==> src/rtl/perfmon_pkg.sv <==
package perfmon_pkg;

  // register map (word addresses)
  localparam int A_CTRL      = 0;
  localparam int A_ENSET     = 1;
  localparam int A_SECCTL    = 2;
  localparam int A_CYCFILT   = 3;
  localparam int A_CYCCNT    = 4;
  localparam int A_TYPE_BASE = 8;
  localparam int A_ECNT_BASE = 16;

  // bit positions inside the 32-bit register words
  localparam int CTRL_RUN      = 0;
  localparam int CTRL_CYC_HON  = 5;
  localparam int SEC_EVT_ALLOW = 0;
  localparam int SEC_CYC_BLOCK = 1;
  localparam int ENSET_CYC     = 31;
  localparam int FILT_LSB      = 24;

  // offsets inside the filter byte (word bits 31:24)
  localparam int F_K_EXCL   = 7;
  localparam int F_U_EXCL   = 6;
  localparam int F_NS_K_TOG = 5;
  localparam int F_NS_U_TOG = 4;
  localparam int F_NS_H_INC = 3;
  localparam int F_MON_EQ   = 2;
  localparam int F_S_H_TOG  = 0;

  typedef enum logic [1:0] {
    LVL_USER   = 2'd0,
    LVL_KERNEL = 2'd1,
    LVL_HYP    = 2'd2,
    LVL_MON    = 2'd3
  } exc_level_e;

  // privilege / security filter decode on the filter byte
  function automatic logic filt_allows(input logic [7:0] f, input logic [1:0] lvl,
                                       input logic sec);
    logic ok;
    case (lvl)
      LVL_USER:   ok = sec ? !f[F_U_EXCL]
                           : ((f[F_NS_U_TOG] == f[F_U_EXCL]) && !f[F_U_EXCL]);
      LVL_KERNEL: ok = sec ? !f[F_K_EXCL]
                           : ((f[F_NS_K_TOG] == f[F_K_EXCL]) && !f[F_K_EXCL]);
      LVL_HYP:    ok = sec ? (f[F_S_H_TOG] != f[F_NS_H_INC]) : f[F_NS_H_INC];
      default:    ok = (f[F_MON_EQ] == f[F_K_EXCL]);
    endcase
    return ok;
  endfunction

endpackage

==> src/rtl/perfmon_regs.sv <==
module perfmon_regs
  import perfmon_pkg::*;
#(
  parameter int NUM_EVT   = 4,
  parameter int ADDR_W    = 6,
  parameter int EVT_NUM_W = 10
) (
  input  logic                                 clk,
  input  logic                                 rst_n,
  input  logic                                 wr_en_i,
  input  logic [ADDR_W-1:0]                    wr_addr_i,
  input  logic [31:0]                          wr_data_i,
  output logic                                 run_o,
  output logic                                 cyc_hon_o,
  output logic                                 sec_evt_allow_o,
  output logic                                 sec_cyc_block_o,
  output logic [NUM_EVT-1:0]                   cnt_en_o,
  output logic                                 cyc_en_o,
  output logic [7:0]                           cyc_filt_o,
  output logic [NUM_EVT-1:0][7:0]              type_filt_o,
  output logic [NUM_EVT-1:0][EVT_NUM_W-1:0]    type_evt_o
);

  localparam logic [ADDR_W-1:0] AD_CTRL    = ADDR_W'(A_CTRL);
  localparam logic [ADDR_W-1:0] AD_ENSET   = ADDR_W'(A_ENSET);
  localparam logic [ADDR_W-1:0] AD_SECCTL  = ADDR_W'(A_SECCTL);
  localparam logic [ADDR_W-1:0] AD_CYCFILT = ADDR_W'(A_CYCFILT);

  logic unused_wdata;
  assign unused_wdata = ^wr_data_i[FILT_LSB-1:EVT_NUM_W];

  logic wr_ctrl, wr_enset, wr_secctl, wr_cycfilt;
  assign wr_ctrl    = wr_en_i && (wr_addr_i == AD_CTRL);
  assign wr_enset   = wr_en_i && (wr_addr_i == AD_ENSET);
  assign wr_secctl  = wr_en_i && (wr_addr_i == AD_SECCTL);
  assign wr_cycfilt = wr_en_i && (wr_addr_i == AD_CYCFILT);

  always_ff @(posedge clk) begin
    if (!rst_n) begin
      run_o           <= 1'b0;
      cyc_hon_o       <= 1'b0;
      sec_evt_allow_o <= 1'b0;
      sec_cyc_block_o <= 1'b0;
      cnt_en_o        <= '0;
      cyc_en_o        <= 1'b0;
      cyc_filt_o      <= '0;
    end else begin
      if (wr_ctrl) begin
        run_o     <= wr_data_i[CTRL_RUN];
        cyc_hon_o <= wr_data_i[CTRL_CYC_HON];
      end
      if (wr_secctl) begin
        sec_evt_allow_o <= wr_data_i[SEC_EVT_ALLOW];
        sec_cyc_block_o <= wr_data_i[SEC_CYC_BLOCK];
      end
      if (wr_enset) begin
        cnt_en_o <= cnt_en_o | wr_data_i[NUM_EVT-1:0];
        cyc_en_o <= cyc_en_o | wr_data_i[ENSET_CYC];
      end
      if (wr_cycfilt) cyc_filt_o <= wr_data_i[31:FILT_LSB];
    end
  end

  for (genvar i = 0; i < NUM_EVT; i++) begin : g_type
    logic wr_type;
    assign wr_type = wr_en_i && (wr_addr_i == ADDR_W'(A_TYPE_BASE + i));
    always_ff @(posedge clk) begin
      if (!rst_n) begin
        type_filt_o[i] <= '0;
        type_evt_o[i]  <= '0;
      end else if (wr_type) begin
        type_filt_o[i] <= wr_data_i[31:FILT_LSB];
        type_evt_o[i]  <= wr_data_i[EVT_NUM_W-1:0];
      end
    end
  end

  // enable-set bits are sticky
  p_enset_sticky_r3: assert property (@(posedge clk) disable iff (!rst_n)
    (cnt_en_o & $past(cnt_en_o)) == $past(cnt_en_o));
  p_cyc_en_sticky_r3: assert property (@(posedge clk) disable iff (!rst_n)
    $past(cyc_en_o) |-> cyc_en_o);

endmodule

==> src/rtl/perfmon_gate.sv <==
module perfmon_gate
  import perfmon_pkg::*;
(
  input  logic       run_i,
  input  logic       ctr_en_i,
  input  logic [7:0] filt_i,
  input  logic [1:0] lvl_i,
  input  logic       sec_i,
  input  logic       prohib_i,
  input  logic       hit_i,
  output logic       inc_o,
  output logic       filt_ok_o
);

  assign filt_ok_o = filt_allows(filt_i, lvl_i, sec_i);
  assign inc_o     = run_i && ctr_en_i && filt_ok_o && !prohib_i && hit_i;

endmodule

==> src/rtl/perfmon_counter.sv <==
module perfmon_counter #(
  parameter int CNT_W = 64
) (
  input  logic             clk,
  input  logic             rst_n,
  input  logic             inc_i,
  input  logic             ld_i,
  input  logic [CNT_W-1:0] ld_val_i,
  output logic [CNT_W-1:0] cnt_o
);

  function automatic logic [CNT_W-1:0] bump(input logic [CNT_W-1:0] v);
    return v + CNT_W'(1);
  endfunction

  always_ff @(posedge clk) begin
    if (!rst_n)     cnt_o <= '0;
    else if (ld_i)  cnt_o <= ld_val_i;
    else if (inc_i) cnt_o <= bump(cnt_o);
  end

  // software write wins over increment
  p_load_wins_r12: assert property (@(posedge clk) disable iff (!rst_n)
    ld_i |=> cnt_o == $past(ld_val_i));
  // silent wrap
  p_wrap_r12: assert property (@(posedge clk) disable iff (!rst_n)
    (inc_i && !ld_i && (&cnt_o)) |=> cnt_o == '0);
  p_idle_hold_r12: assert property (@(posedge clk) disable iff (!rst_n)
    (!inc_i && !ld_i) |=> $stable(cnt_o));

endmodule

==> src/rtl/perfmon_top.sv <==
module perfmon_top
  import perfmon_pkg::*;
#(
  parameter int NUM_EVT   = 4,
  parameter int CNT_W     = 64,
  parameter int EVT_VEC_W = 32,
  parameter int ADDR_W    = 6
) (
  input  logic                     clk,
  input  logic                     rst_n,
  input  logic [1:0]               el_i,
  input  logic                     secure_i,
  input  logic [EVT_VEC_W-1:0]     evt_pulse_i,
  input  logic                     wr_en_i,
  input  logic [ADDR_W-1:0]        wr_addr_i,
  input  logic [CNT_W-1:0]         wr_data_i,
  input  logic [ADDR_W-1:0]        rd_addr_i,
  output logic [CNT_W-1:0]         rd_data_o,
  output logic [CNT_W-1:0]         cyc_cnt_o,
  output logic [NUM_EVT*CNT_W-1:0] evt_cnt_o
);

  localparam int EVT_NUM_W = 10;
  localparam int SEL_W     = (EVT_VEC_W > 1) ? $clog2(EVT_VEC_W) : 1;
  localparam logic [ADDR_W-1:0] AD_CTRL    = ADDR_W'(A_CTRL);
  localparam logic [ADDR_W-1:0] AD_ENSET   = ADDR_W'(A_ENSET);
  localparam logic [ADDR_W-1:0] AD_SECCTL  = ADDR_W'(A_SECCTL);
  localparam logic [ADDR_W-1:0] AD_CYCFILT = ADDR_W'(A_CYCFILT);
  localparam logic [ADDR_W-1:0] AD_CYCCNT  = ADDR_W'(A_CYCCNT);

  // register state
  logic                              run, cyc_hon, sec_evt_allow, sec_cyc_block;
  logic [NUM_EVT-1:0]                cnt_en;
  logic                              cyc_en;
  logic [7:0]                        cyc_filt;
  logic [NUM_EVT-1:0][7:0]           type_filt;
  logic [NUM_EVT-1:0][EVT_NUM_W-1:0] type_evt;

  perfmon_regs #(
    .NUM_EVT  (NUM_EVT),
    .ADDR_W   (ADDR_W),
    .EVT_NUM_W(EVT_NUM_W)
  ) u_regs (
    .clk            (clk),
    .rst_n          (rst_n),
    .wr_en_i        (wr_en_i),
    .wr_addr_i      (wr_addr_i),
    .wr_data_i      (wr_data_i[31:0]),
    .run_o          (run),
    .cyc_hon_o      (cyc_hon),
    .sec_evt_allow_o(sec_evt_allow),
    .sec_cyc_block_o(sec_cyc_block),
    .cnt_en_o       (cnt_en),
    .cyc_en_o       (cyc_en),
    .cyc_filt_o     (cyc_filt),
    .type_filt_o    (type_filt),
    .type_evt_o     (type_evt)
  );

  // named internal events for the assertions
  logic sec_eff;          // level 3 is always secure
  logic evt_prohib;       // secure prohibition on general counters
  logic cyc_prohib;       // secure prohibition on the cycle counter
  logic ld_cyc;
  logic cyc_inc, cyc_filt_ok;
  logic [CNT_W-1:0] cyc_cnt;

  assign sec_eff    = secure_i || (el_i == LVL_MON);
  assign evt_prohib = sec_eff && !sec_evt_allow;
  assign cyc_prohib = sec_eff && ((cyc_hon && !sec_evt_allow) || sec_cyc_block);
  assign ld_cyc     = wr_en_i && (wr_addr_i == AD_CYCCNT);

  perfmon_gate u_cyc_gate (
    .run_i    (run),
    .ctr_en_i (cyc_en),
    .filt_i   (cyc_filt),
    .lvl_i    (el_i),
    .sec_i    (sec_eff),
    .prohib_i (cyc_prohib),
    .hit_i    (1'b1),
    .inc_o    (cyc_inc),
    .filt_ok_o(cyc_filt_ok)
  );

  perfmon_counter #(.CNT_W(CNT_W)) u_cyc_cnt (
    .clk     (clk),
    .rst_n   (rst_n),
    .inc_i   (cyc_inc),
    .ld_i    (ld_cyc),
    .ld_val_i(wr_data_i),
    .cnt_o   (cyc_cnt)
  );
  assign cyc_cnt_o = cyc_cnt;

  logic [NUM_EVT-1:0] ld_evt, evt_inc, evt_hit, evt_filt_ok;
  logic [CNT_W-1:0]   evt_cnt [NUM_EVT];

  for (genvar i = 0; i < NUM_EVT; i++) begin : g_evt
    assign ld_evt[i]  = wr_en_i && (wr_addr_i == ADDR_W'(A_ECNT_BASE + i));
    assign evt_hit[i] = (32'(type_evt[i]) < 32'(EVT_VEC_W))
                        ? evt_pulse_i[type_evt[i][SEL_W-1:0]] : 1'b0;

    perfmon_gate u_gate (
      .run_i    (run),
      .ctr_en_i (cnt_en[i]),
      .filt_i   (type_filt[i]),
      .lvl_i    (el_i),
      .sec_i    (sec_eff),
      .prohib_i (evt_prohib),
      .hit_i    (evt_hit[i]),
      .inc_o    (evt_inc[i]),
      .filt_ok_o(evt_filt_ok[i])
    );

    perfmon_counter #(.CNT_W(CNT_W)) u_cnt (
      .clk     (clk),
      .rst_n   (rst_n),
      .inc_i   (evt_inc[i]),
      .ld_i    (ld_evt[i]),
      .ld_val_i(wr_data_i),
      .cnt_o   (evt_cnt[i])
    );
    assign evt_cnt_o[i*CNT_W +: CNT_W] = evt_cnt[i];

    // secure state without permission freezes general counters
    p_sec_evt_block_r9: assert property (@(posedge clk) disable iff (!rst_n)
      (sec_eff && !sec_evt_allow && !ld_evt[i]) |=> $stable(evt_cnt[i]));
    // run bit low freezes general counters
    p_run_off_evt_r2: assert property (@(posedge clk) disable iff (!rst_n)
      (!run && !ld_evt[i]) |=> $stable(evt_cnt[i]));
    // a rejected filter never advances the counter
    p_filt_reject_r5: assert property (@(posedge clk) disable iff (!rst_n)
      (!evt_filt_ok[i] && !ld_evt[i]) |=> $stable(evt_cnt[i]));
  end

  // run bit low freezes the cycle counter
  p_run_off_cyc_r2: assert property (@(posedge clk) disable iff (!rst_n)
    (!run && !ld_cyc) |=> $stable(cyc_cnt));
  // secure cycle block freezes the cycle counter
  p_sec_cyc_block_r11: assert property (@(posedge clk) disable iff (!rst_n)
    (sec_eff && sec_cyc_block && !ld_cyc) |=> $stable(cyc_cnt));
  // honoured prohibition freezes the cycle counter
  p_cyc_honour_r10: assert property (@(posedge clk) disable iff (!rst_n)
    (sec_eff && cyc_hon && !sec_evt_allow && !ld_cyc) |=> $stable(cyc_cnt));
  p_cyc_filt_r5: assert property (@(posedge clk) disable iff (!rst_n)
    (!cyc_filt_ok && !ld_cyc) |=> $stable(cyc_cnt));

  // read mux over registered state
  always_comb begin
    rd_data_o = '0;
    if (rd_addr_i == AD_CTRL) begin
      rd_data_o[CTRL_RUN]     = run;
      rd_data_o[CTRL_CYC_HON] = cyc_hon;
    end else if (rd_addr_i == AD_ENSET) begin
      rd_data_o[NUM_EVT-1:0]  = cnt_en;
      rd_data_o[ENSET_CYC]    = cyc_en;
    end else if (rd_addr_i == AD_SECCTL) begin
      rd_data_o[SEC_EVT_ALLOW] = sec_evt_allow;
      rd_data_o[SEC_CYC_BLOCK] = sec_cyc_block;
    end else if (rd_addr_i == AD_CYCFILT) begin
      rd_data_o[31:FILT_LSB]  = cyc_filt;
    end else if (rd_addr_i == AD_CYCCNT) begin
      rd_data_o = cyc_cnt;
    end
    for (int i = 0; i < NUM_EVT; i++) begin
      if (rd_addr_i == ADDR_W'(A_TYPE_BASE + i)) begin
        rd_data_o[31:FILT_LSB]    = type_filt[i];
        rd_data_o[EVT_NUM_W-1:0]  = type_evt[i];
      end
      if (rd_addr_i == ADDR_W'(A_ECNT_BASE + i)) rd_data_o = evt_cnt[i];
    end
  end

endmodule

==> config.mk <==
export PLATFORM = sky130hd
export DESIGN_NAME = perfmon_top
export DESIGN_NICKNAME = d
export VERILOG_FILES = /design/src/rtl/perfmon_pkg.sv /design/src/rtl/perfmon_regs.sv /design/src/rtl/perfmon_gate.sv /design/src/rtl/perfmon_counter.sv /design/src/rtl/perfmon_top.sv
export SDC_FILE = /design/constraint.sdc
export NUM_CORES = 1
export LEC_CHECK = 0
export BUFFER_PORTS_ARGS = -buffer_cell sky130_fd_sc_hd__buf_2
export CAP_MARGIN = 0
export CORE_MARGIN = 2
export CORE_UTILIZATION = 30
export CTS_CLUSTER_DIAMETER = 50
export DETAILED_ROUTE_END_ITERATION = 6
export HOLD_SLACK_MARGIN = 0.06
export SLEW_MARGIN = 20
export SYNTH_ARGS = -nofsm -noshare
export SYNTH_HDL_FRONTEND = slang
export SYNTH_SLANG_ARGS = --single-unit
export TNS_END_PERCENT = 30
==> constraint.sdc <==
create_clock -name clk -period 3.4 [get_ports clk]
set_input_delay 0.34 -clock clk [delete_from_list [all_inputs] [get_ports clk]]
set_output_delay 0.34 -clock clk [all_outputs]
set_load 0.1 [all_outputs]
==> results of run 1 <==
cells in the final DEF, fill, tap and decap left out, drive strengths merged, types with 20 or more instances in the layout:
| master | n |
|---|---|
| a211oi | 59 |
| a21oi | 263 |
| a22oi | 72 |
| a31oi | 92 |
| and2 | 21 |
| and3 | 59 |
| and4 | 43 |
| buf | 673 |
| clkbuf | 69 |
| dfxtp | 409 |
| inv | 53 |
| mux2i | 132 |
| mux4 | 22 |
| nand2 | 219 |
| nand3 | 135 |
| nand4 | 99 |
| nor2 | 225 |
| nor2b | 20 |
| nor3 | 65 |
| nor4 | 98 |
| o21ai | 363 |
| o22ai | 26 |
| o31ai | 37 |
| or3 | 61 |
| or4 | 50 |
| xnor2 | 147 |
| xor2 | 78 |
power groups by stage:
stage / logic (uW) / clock network, uW / registers (uW)
floorplan: 432 / 0 / 5260
global placement: 1190 / 0 / 5020
detailed placement: 1190 / 0 / 5020
CTS: 1190 / 6130 / 4910
global route: 1260 / 6330 / 4920
finish: 1230 / 6130 / 4910
registers in the layout, summed over array words and instances (netlist names):
signal,flops
u_regs.sec_cyc_block_o,1
u_regs.cnt_en_o,4
u_regs.run_o,1
u_regs.type_filt_o,32
g_evt.u_cnt.cnt_o,256
u_cyc_cnt.cnt_o,64
u_regs.cyc_hon_o,1
u_regs.cyc_filt_o,8
u_regs.type_evt_o,40
u_regs.cyc_en_o,1
u_regs.sec_evt_allow_o,1
cells by family after synthesis:
logic type | share of synthesized area, %
flops | 32.3
buf+inv | 5.22
compound gates | 22.5
mux | 7.75
fa+ha+maj | 0.247
xor+xnor | 7.78
simple gates | 24.2
layer usage:
metal	wire [um]	up-vias	share of wire [%]	track usage, %
li1	-	13100	-	-
met5	20	-	0.015	0
met3	17200	289	13	9.39
met2	57000	1763	42	43.7
met4	5690	2	4.1	12.1
met1	57300	14200	42	41.6
tightest hold or removal path, cell delays in order:
cell and delay [ns]:
buf_2 0.19, nand2_1 0.09, o22ai_1 0.07
layout make-up:
| class | instances | area, um2 | share of cell area (%) |
|---|---|---|---|
| antenna | 10 | 25.0 | 0.0764 |
| clock buffer | 69 | 1520 | 4.64 |
| clock inverter | 33 | 362 | 1.10 |
| inverter | 43 | 175 | 0.535 |
| multi-input combinational | 2518 | 16100 | 49.1 |
| sequential | 409 | 8190 | 25.0 |
| tap | 1134 | 1420 | 4.33 |
| timing repair buffer | 673 | 4970 | 15.2 |
per-stage QoR:
step / worst slack, ns / instance area, um2 / TNS [ns] / power [uW] / utilization [%]
after floorplan: -0.161 / 25500 / -6.17 / 5690 / -
after global placement: 0.198 / 30800 / 0 / 6210 / 36.8
after detailed placement: 0.201 / 30800 / 0 / 6210 / 36.8
after CTS: 0.194 / 32700 / 0 / 12200 / 39.1
after global routing: 0.00903 / 32700 / 0 / 12500 / 39.1
final: 0.0815 / 32700 / 0 / 12300 / 39.1
worst min path at each step:
stage	cells past startpoint	slack (ns)	to
global placement	2	0.45	u_regs.type_filt_o[25]$_SDFFE_PN0P_
floorplan	2	0.44	u_regs.type_filt_o[25]$_SDFFE_PN0P_
detailed placement	2	0.45	u_regs.type_filt_o[25]$_SDFFE_PN0P_
CTS	3	0.08	g_evt[1].u_cnt.cnt_o[62]$_SDFFE_PN0P_
finish	3	0.11	g_evt[1].u_cnt.cnt_o[62]$_SDFFE_PN0P_
global route	3	0.09	g_evt[1].u_cnt.cnt_o[58]$_SDFFE_PN0P_
==> results.py, run 1 <==
metrics = {
    "floorplanning": {
        "ios": 498,
        "dieWidth_um": 295,
        "row_count": 106,
        "core-area_um2": 83700,
        "die_h_um": 295,
        "die_area_um2": 86800,
        "start_util_pct": 30.3,
    },
    "global_routing": {
        "grt_max_degree": 170,
        "antenna_found_initial": 17,
        "first_global_vias": 26200,
        "grt_overflow": 0,
        "grtUsageTotal_pct": 30.3,
        "grt_pass1_wl_um": 194000,
    },
    "place": {
        "dp_hpwl_um": 105000,
        "gp_congestion": 1.01,
        "port_buffers": 497,
        "dpl.cell_count": 4777,
    },
    "routing": {
        "detail-route-antenna-nets": 0,
        "drtPass1Iterations": 6,
        "drc": 0,
        "drtIter0Drc": 4252,
        "routed_wl_um": 137000,
        "wl_per_cell_um": 28.1,
        "vias": 29300,
        "via_per_inst": 5.99,
    },
    "worst_setup_path": {
        "crit_end": "g_evt[3].u_cnt.cnt_o[53]$_SDFFE_PN0P_",
        "cp.depth": 9,
        "reg2reg_to": "g_evt[3].u_cnt.cnt_o[53]$_SDFFE_PN0P_",
        "reg2reg_from": "u_regs.type_evt_o[32]$_SDFFE_PN0P_",
        "path_max_fanout": 6,
        "cp-start-kind": "flip-flop",
        "critPathSlowestCell": "or4_1",
        "cp.arrival_ns": 3.84,
        "end_kind": "flip-flop",
        "r2r_cells": 9,
        "reg2reg_slack_ns": 0.08,
        "worst-path-buf-inv": 2,
        "slowest_delay_ns": 0.54,
        "crit_family": "simple AND/OR/NAND/NOR gates",
        "critical_path_required_ns": 3.92,
        "crit_type": "reg -> reg",
        "cp_cell_sequence": "nand2b_1, a2111oi_0, buf_4, nor4_1, buf_4, nand4_1, or4_1, or4_1, a31oi_1",
        "cp-startpoint": "u_regs.type_evt_o[32]$_SDFFE_PN0P_",
    },
    "sta": {
        "slew_headroom_pct": 40.1,
        "rsz0062_at_grt": "no",
        "slew_violations": 0,
        "finalSetupViolations": 0,
        "whs_ns": 0.106,
        "clock.fmax_mhz": 301,
        "hold_viol_final": 0,
        "skew_ns": 0.0366,
        "timing.final.crit_share_pct": 97.6,
        "period_minus_slack_ns": 3.32,
        "tightest_slew_ns": 0.899,
    },
    "synthesis": {
        "ys_seq_elements": 409,
        "synth-warning-count": 0,
        "synth_top_area_cell": "dfxtp_1",
        "synthCells": 3242,
        "synth_area_um2": 25300,
        "ys_dominant_reg_cell": "dfxtp_1",
        "synth.avg_cell_area_um2": 7.81,
        "synth_edf_count": 0,
        "post-synth-top-count-cell": "dfxtp_1",
        "synth_top_area_share_pct": 32.3,
        "ys_types": 77,
        "synth_nets": 3361,
        "synth_area_leaders": "dfxtp_1, o21ai_0, mux2i_1",
        "synth_commonest_cells": "dfxtp_1, o21ai_0, a21oi_1",
        "synthArstFlopShare_pct": 0,
        "ys_seq_area_share_pct": 32.3,
    },
    "clock_network": {
        "htreeDepth": 2,
        "cts.hold.buffers_added": 0,
        "clkSlewWorstSetupHoldPaths_ns": 0.06,
        "clock_latency_ns": 0.63,
        "cts-root-buf": "clkbuf_16",
        "clockBufferDepth": 3,
        "numCtsBuffers": 55,
        "cts_resized": 0,
        "tritoncts": "done",
        "cts_sinks": 409,
        "cts_setup_buffers": 0,
    },
    "power": {
        "internal_power_uw": 8700,
        "pwr-share-clk_pct": 50.0,
        "power_leakage_uw": 0.0121,
        "power_density_nw_per_um2": 375,
        "comb_power_share_pct": 10.0,
        "switchingPower_uw": 3570,
        "p_seq_share_pct": 40.1,
        "p_sw_share_pct": 29.1,
        "peakVddDrop_mv": 0.290,
    },
    "layout": {
        "drive_above_1_share_pct": 23.0,
        "n_fill_cell": 8686,
        "area_delta_synth_final_pct": 29.2,
        "fin_cells": 4889,
        "final_nets": 3819,
    },
    "worst_hold_path": {
        "hold_class": "in -> reg",
        "hp-start": "wr_data_i[62]",
    },
    "outcome": {
        "outcome": "finished, final reports clean",
    },
    "run": {
        "max_cap_viol_count": 0,
    },
}
No activity file was read; power rests on OpenSTA's default activity.
==> run 2: changes to the inputs <==
--- a/config.mk
+++ b/config.mk
@@ -6,7 +6,7 @@
 export NUM_CORES = 1
 export LEC_CHECK = 0
 export BUFFER_PORTS_ARGS = -buffer_cell sky130_fd_sc_hd__buf_2
-export CAP_MARGIN = 0
+export CAP_MARGIN = 40
 export CORE_MARGIN = 2
 export CORE_UTILIZATION = 30
 export CTS_CLUSTER_DIAMETER = 50
==> constraint.sdc (replaced) <==
create_clock -name clk -period 3.7 [get_ports clk]
set_input_delay 0.37 -clock clk [delete_from_list [all_inputs] [get_ports clk]]
set_output_delay 0.37 -clock clk [all_outputs]
set_load 0.1 [all_outputs]
==> run 2 against run 1 <==
Compared with the run above:
- utilization decreased by 0.81 points
- routed wire length decreased by 1.3%
- global-route usage shrank 0.59 points
- design area shrank 2.1%
- combinational power decreased by 11%
- via count decreased by 0.73%
- clock power down 6.5%
==> results.py, run 2 (synthesis results as in run 1) <==
metrics = {
    "routing": {
        "routed_wl_um": 135000,
        "drc": 0,
        "vias": 29100,
        "drtIter0Drc": 4492,
        "detail-route-antenna-nets": 0,
        "drtPass1Iterations": 6,
        "via_per_inst": 6.04,
        "wl_per_cell_um": 28.1,
    },
    "clock_network": {
        "clockBufferDepth": 3,
        "tritoncts": "done",
        "cts_resized": 0,
        "clock_latency_ns": 0.63,
        "cts_sinks": 409,
        "clkSlewWorstSetupHoldPaths_ns": 0.06,
        "cts.hold.buffers_added": 0,
        "numCtsBuffers": 58,
        "cts_setup_buffers": 0,
        "cts-root-buf": "clkbuf_16",
        "htreeDepth": 2,
    },
    "floorplanning": {
        "core-area_um2": 83700,
        "die_area_um2": 86800,
        "dieWidth_um": 295,
        "row_count": 106,
        "ios": 498,
        "die_h_um": 295,
        "start_util_pct": 30.3,
    },
    "global_routing": {
        "antenna_found_initial": 21,
        "first_global_vias": 26000,
        "grtUsageTotal_pct": 29.7,
        "grt_pass1_wl_um": 189000,
        "grt_overflow": 0,
        "grt_max_degree": 188,
    },
    "place": {
        "port_buffers": 497,
        "dp_hpwl_um": 104000,
        "place_area_um2": 30100,
        "pre_cts_ws_ns": 0.201,
        "gp_congestion": 1.02,
    },
    "worst_setup_path": {
        "reg2reg_from": "u_regs.type_evt_o[32]$_SDFFE_PN0P_",
        "cp.arrival_ns": 4.09,
        "critical_path_required_ns": 4.25,
        "end_kind": "flip-flop",
        "cp-startpoint": "u_regs.type_evt_o[32]$_SDFFE_PN0P_",
        "path_max_fanout": 10,
        "crit_type": "reg -> reg",
        "cp-start-kind": "flip-flop",
    },
    "sta": {
        "period_minus_slack_ns": 3.54,
        "clock.fmax_mhz": 283,
        "tightest_slew_ns": 0.885,
        "fin_ws_ns": 0.160,
        "finalSetupViolations": 0,
        "timing.final.crit_share_pct": 95.7,
        "skew_ns": 0.0171,
        "slew_headroom_pct": 40.4,
        "hold_viol_final": 0,
        "slew_violations": 0,
        "rsz0062_at_grt": "no",
    },
    "layout": {
        "drive_above_1_share_pct": 21.0,
        "fin_area_um2": 32100,
        "largest_reg_flops": 256,
        "final_cell_mix": "buf_2, dfxtp_1, o21ai_0",
        "n_fill_cell": 8732,
        "top_register": "g_evt.u_cnt.cnt_o",
        "final_common_cell": "buf_2",
        "largestRegisters": "g_evt.u_cnt.cnt_o (256), u_cyc_cnt.cnt_o (64), u_regs.type_evt_o (40)",
        "final_nets": 3751,
        "postLayoutCoreUtil_pct": 38.3,
        "area_delta_synth_final_pct": 26.6,
    },
    "worst_hold_path": {
        "hold_class": "in -> reg",
        "hp-start": "rst_n",
    },
    "power": {
        "power_density_nw_per_um2": 354,
        "power_leakage_uw": 0.0117,
        "peakVddDrop_mv": 0.344,
    },
    "run": {
        "max_cap_viol_count": 0,
    },
    "outcome": {
        "outcome": "finished, final reports clean",
    },
}
-- run 2: cell types whose count changed in the layout (fill, tap and decap cells not counted), moves of 3 or more --
cell	delta
o21ai_0	+36
o22ai_2	-3
inv_6	-6
buf_4	-63
diode_2	-3
o21ai_2	-12
clkinv_4	+5
a31oi_4	-3
o22ai_1	+3
clkbuf_16	+6
clkbuf_8	-4
buf_12	-8
o21ai_1	-24
-- run 2: final cells by class --
| type | instances | area [um2] | area share, % |
|---|---|---|---|
| tap | 1134 | 1420 | 4.42 |
| inverter | 43 | 175 | 0.546 |
| clock inverter | 29 | 327 | 1.02 |
| timing repair buffer | 602 | 4330 | 13.5 |
| antenna | 7 | 17.5 | 0.0546 |
| clock buffer | 73 | 1620 | 5.06 |
| multi-input combinational | 2518 | 16000 | 49.9 |
| sequential | 409 | 8190 | 25.5 |
-- run 2: routing by layer --
| metal | wire length, um | GRT usage, % |
|---|---|---|
| met1 | 55600 | 40.8 |
| met2 | 56200 | 43.1 |
| met3 | 17500 | 8.82 |
| met4 | 6170 | 12.2 |
| met5 | 9 | 0 |
-- run 2: path summary, 6_finish.rpt --
check,slack (ns),endpoint,cells past startpoint
worst max-delay path,0.16,g_evt[3].u_cnt.cnt_o[57]$_SDFFE_PN0P_,9
worst min-delay path,0.11,g_evt[0].u_cnt.cnt_o[21]$_SDFFE_PN0P_,3
worst max register to register,0.16,g_evt[3].u_cnt.cnt_o[57]$_SDFFE_PN0P_,9
worst min register to register,0.47,u_regs.type_filt_o[25]$_SDFFE_PN0P_,2
-- run 2: metrics by stage --
step | setup TNS [ns] | instances | hold slack (ns) | power, uW
final | 0 | 4815 | 0.112 | 11400
after global routing | 0 | 4813 | 0.123 | 11600
after CTS | 0 | 4808 | 0.0922 | 11300
after detailed placement | 0 | 4706 | 0.454 | 5680
after global placement | 0 | 4706 | 0.450 | 5680
after floorplan | -18.79 | 3242 | 0.437 | 5230
-- run 2: power by group --
part	leakage [uW]	internal, uW	switching [uW]
Clock	0.000946	3450	2280
Combinational	0.00745	243	857
Sequential	0.00330	4440	81.4
-- run 2: worst max-delay path, cell delays in order (launching register included) --
cell,delay (ns)
dfxtp_1,0.60
nand2b_1,0.21
a2111oi_0,0.08
buf_4,0.18
nor4_1,0.61
buf_4,0.24
nand4_1,0.14
or4_1,0.65
or4_1,0.57
a31oi_1,0.17
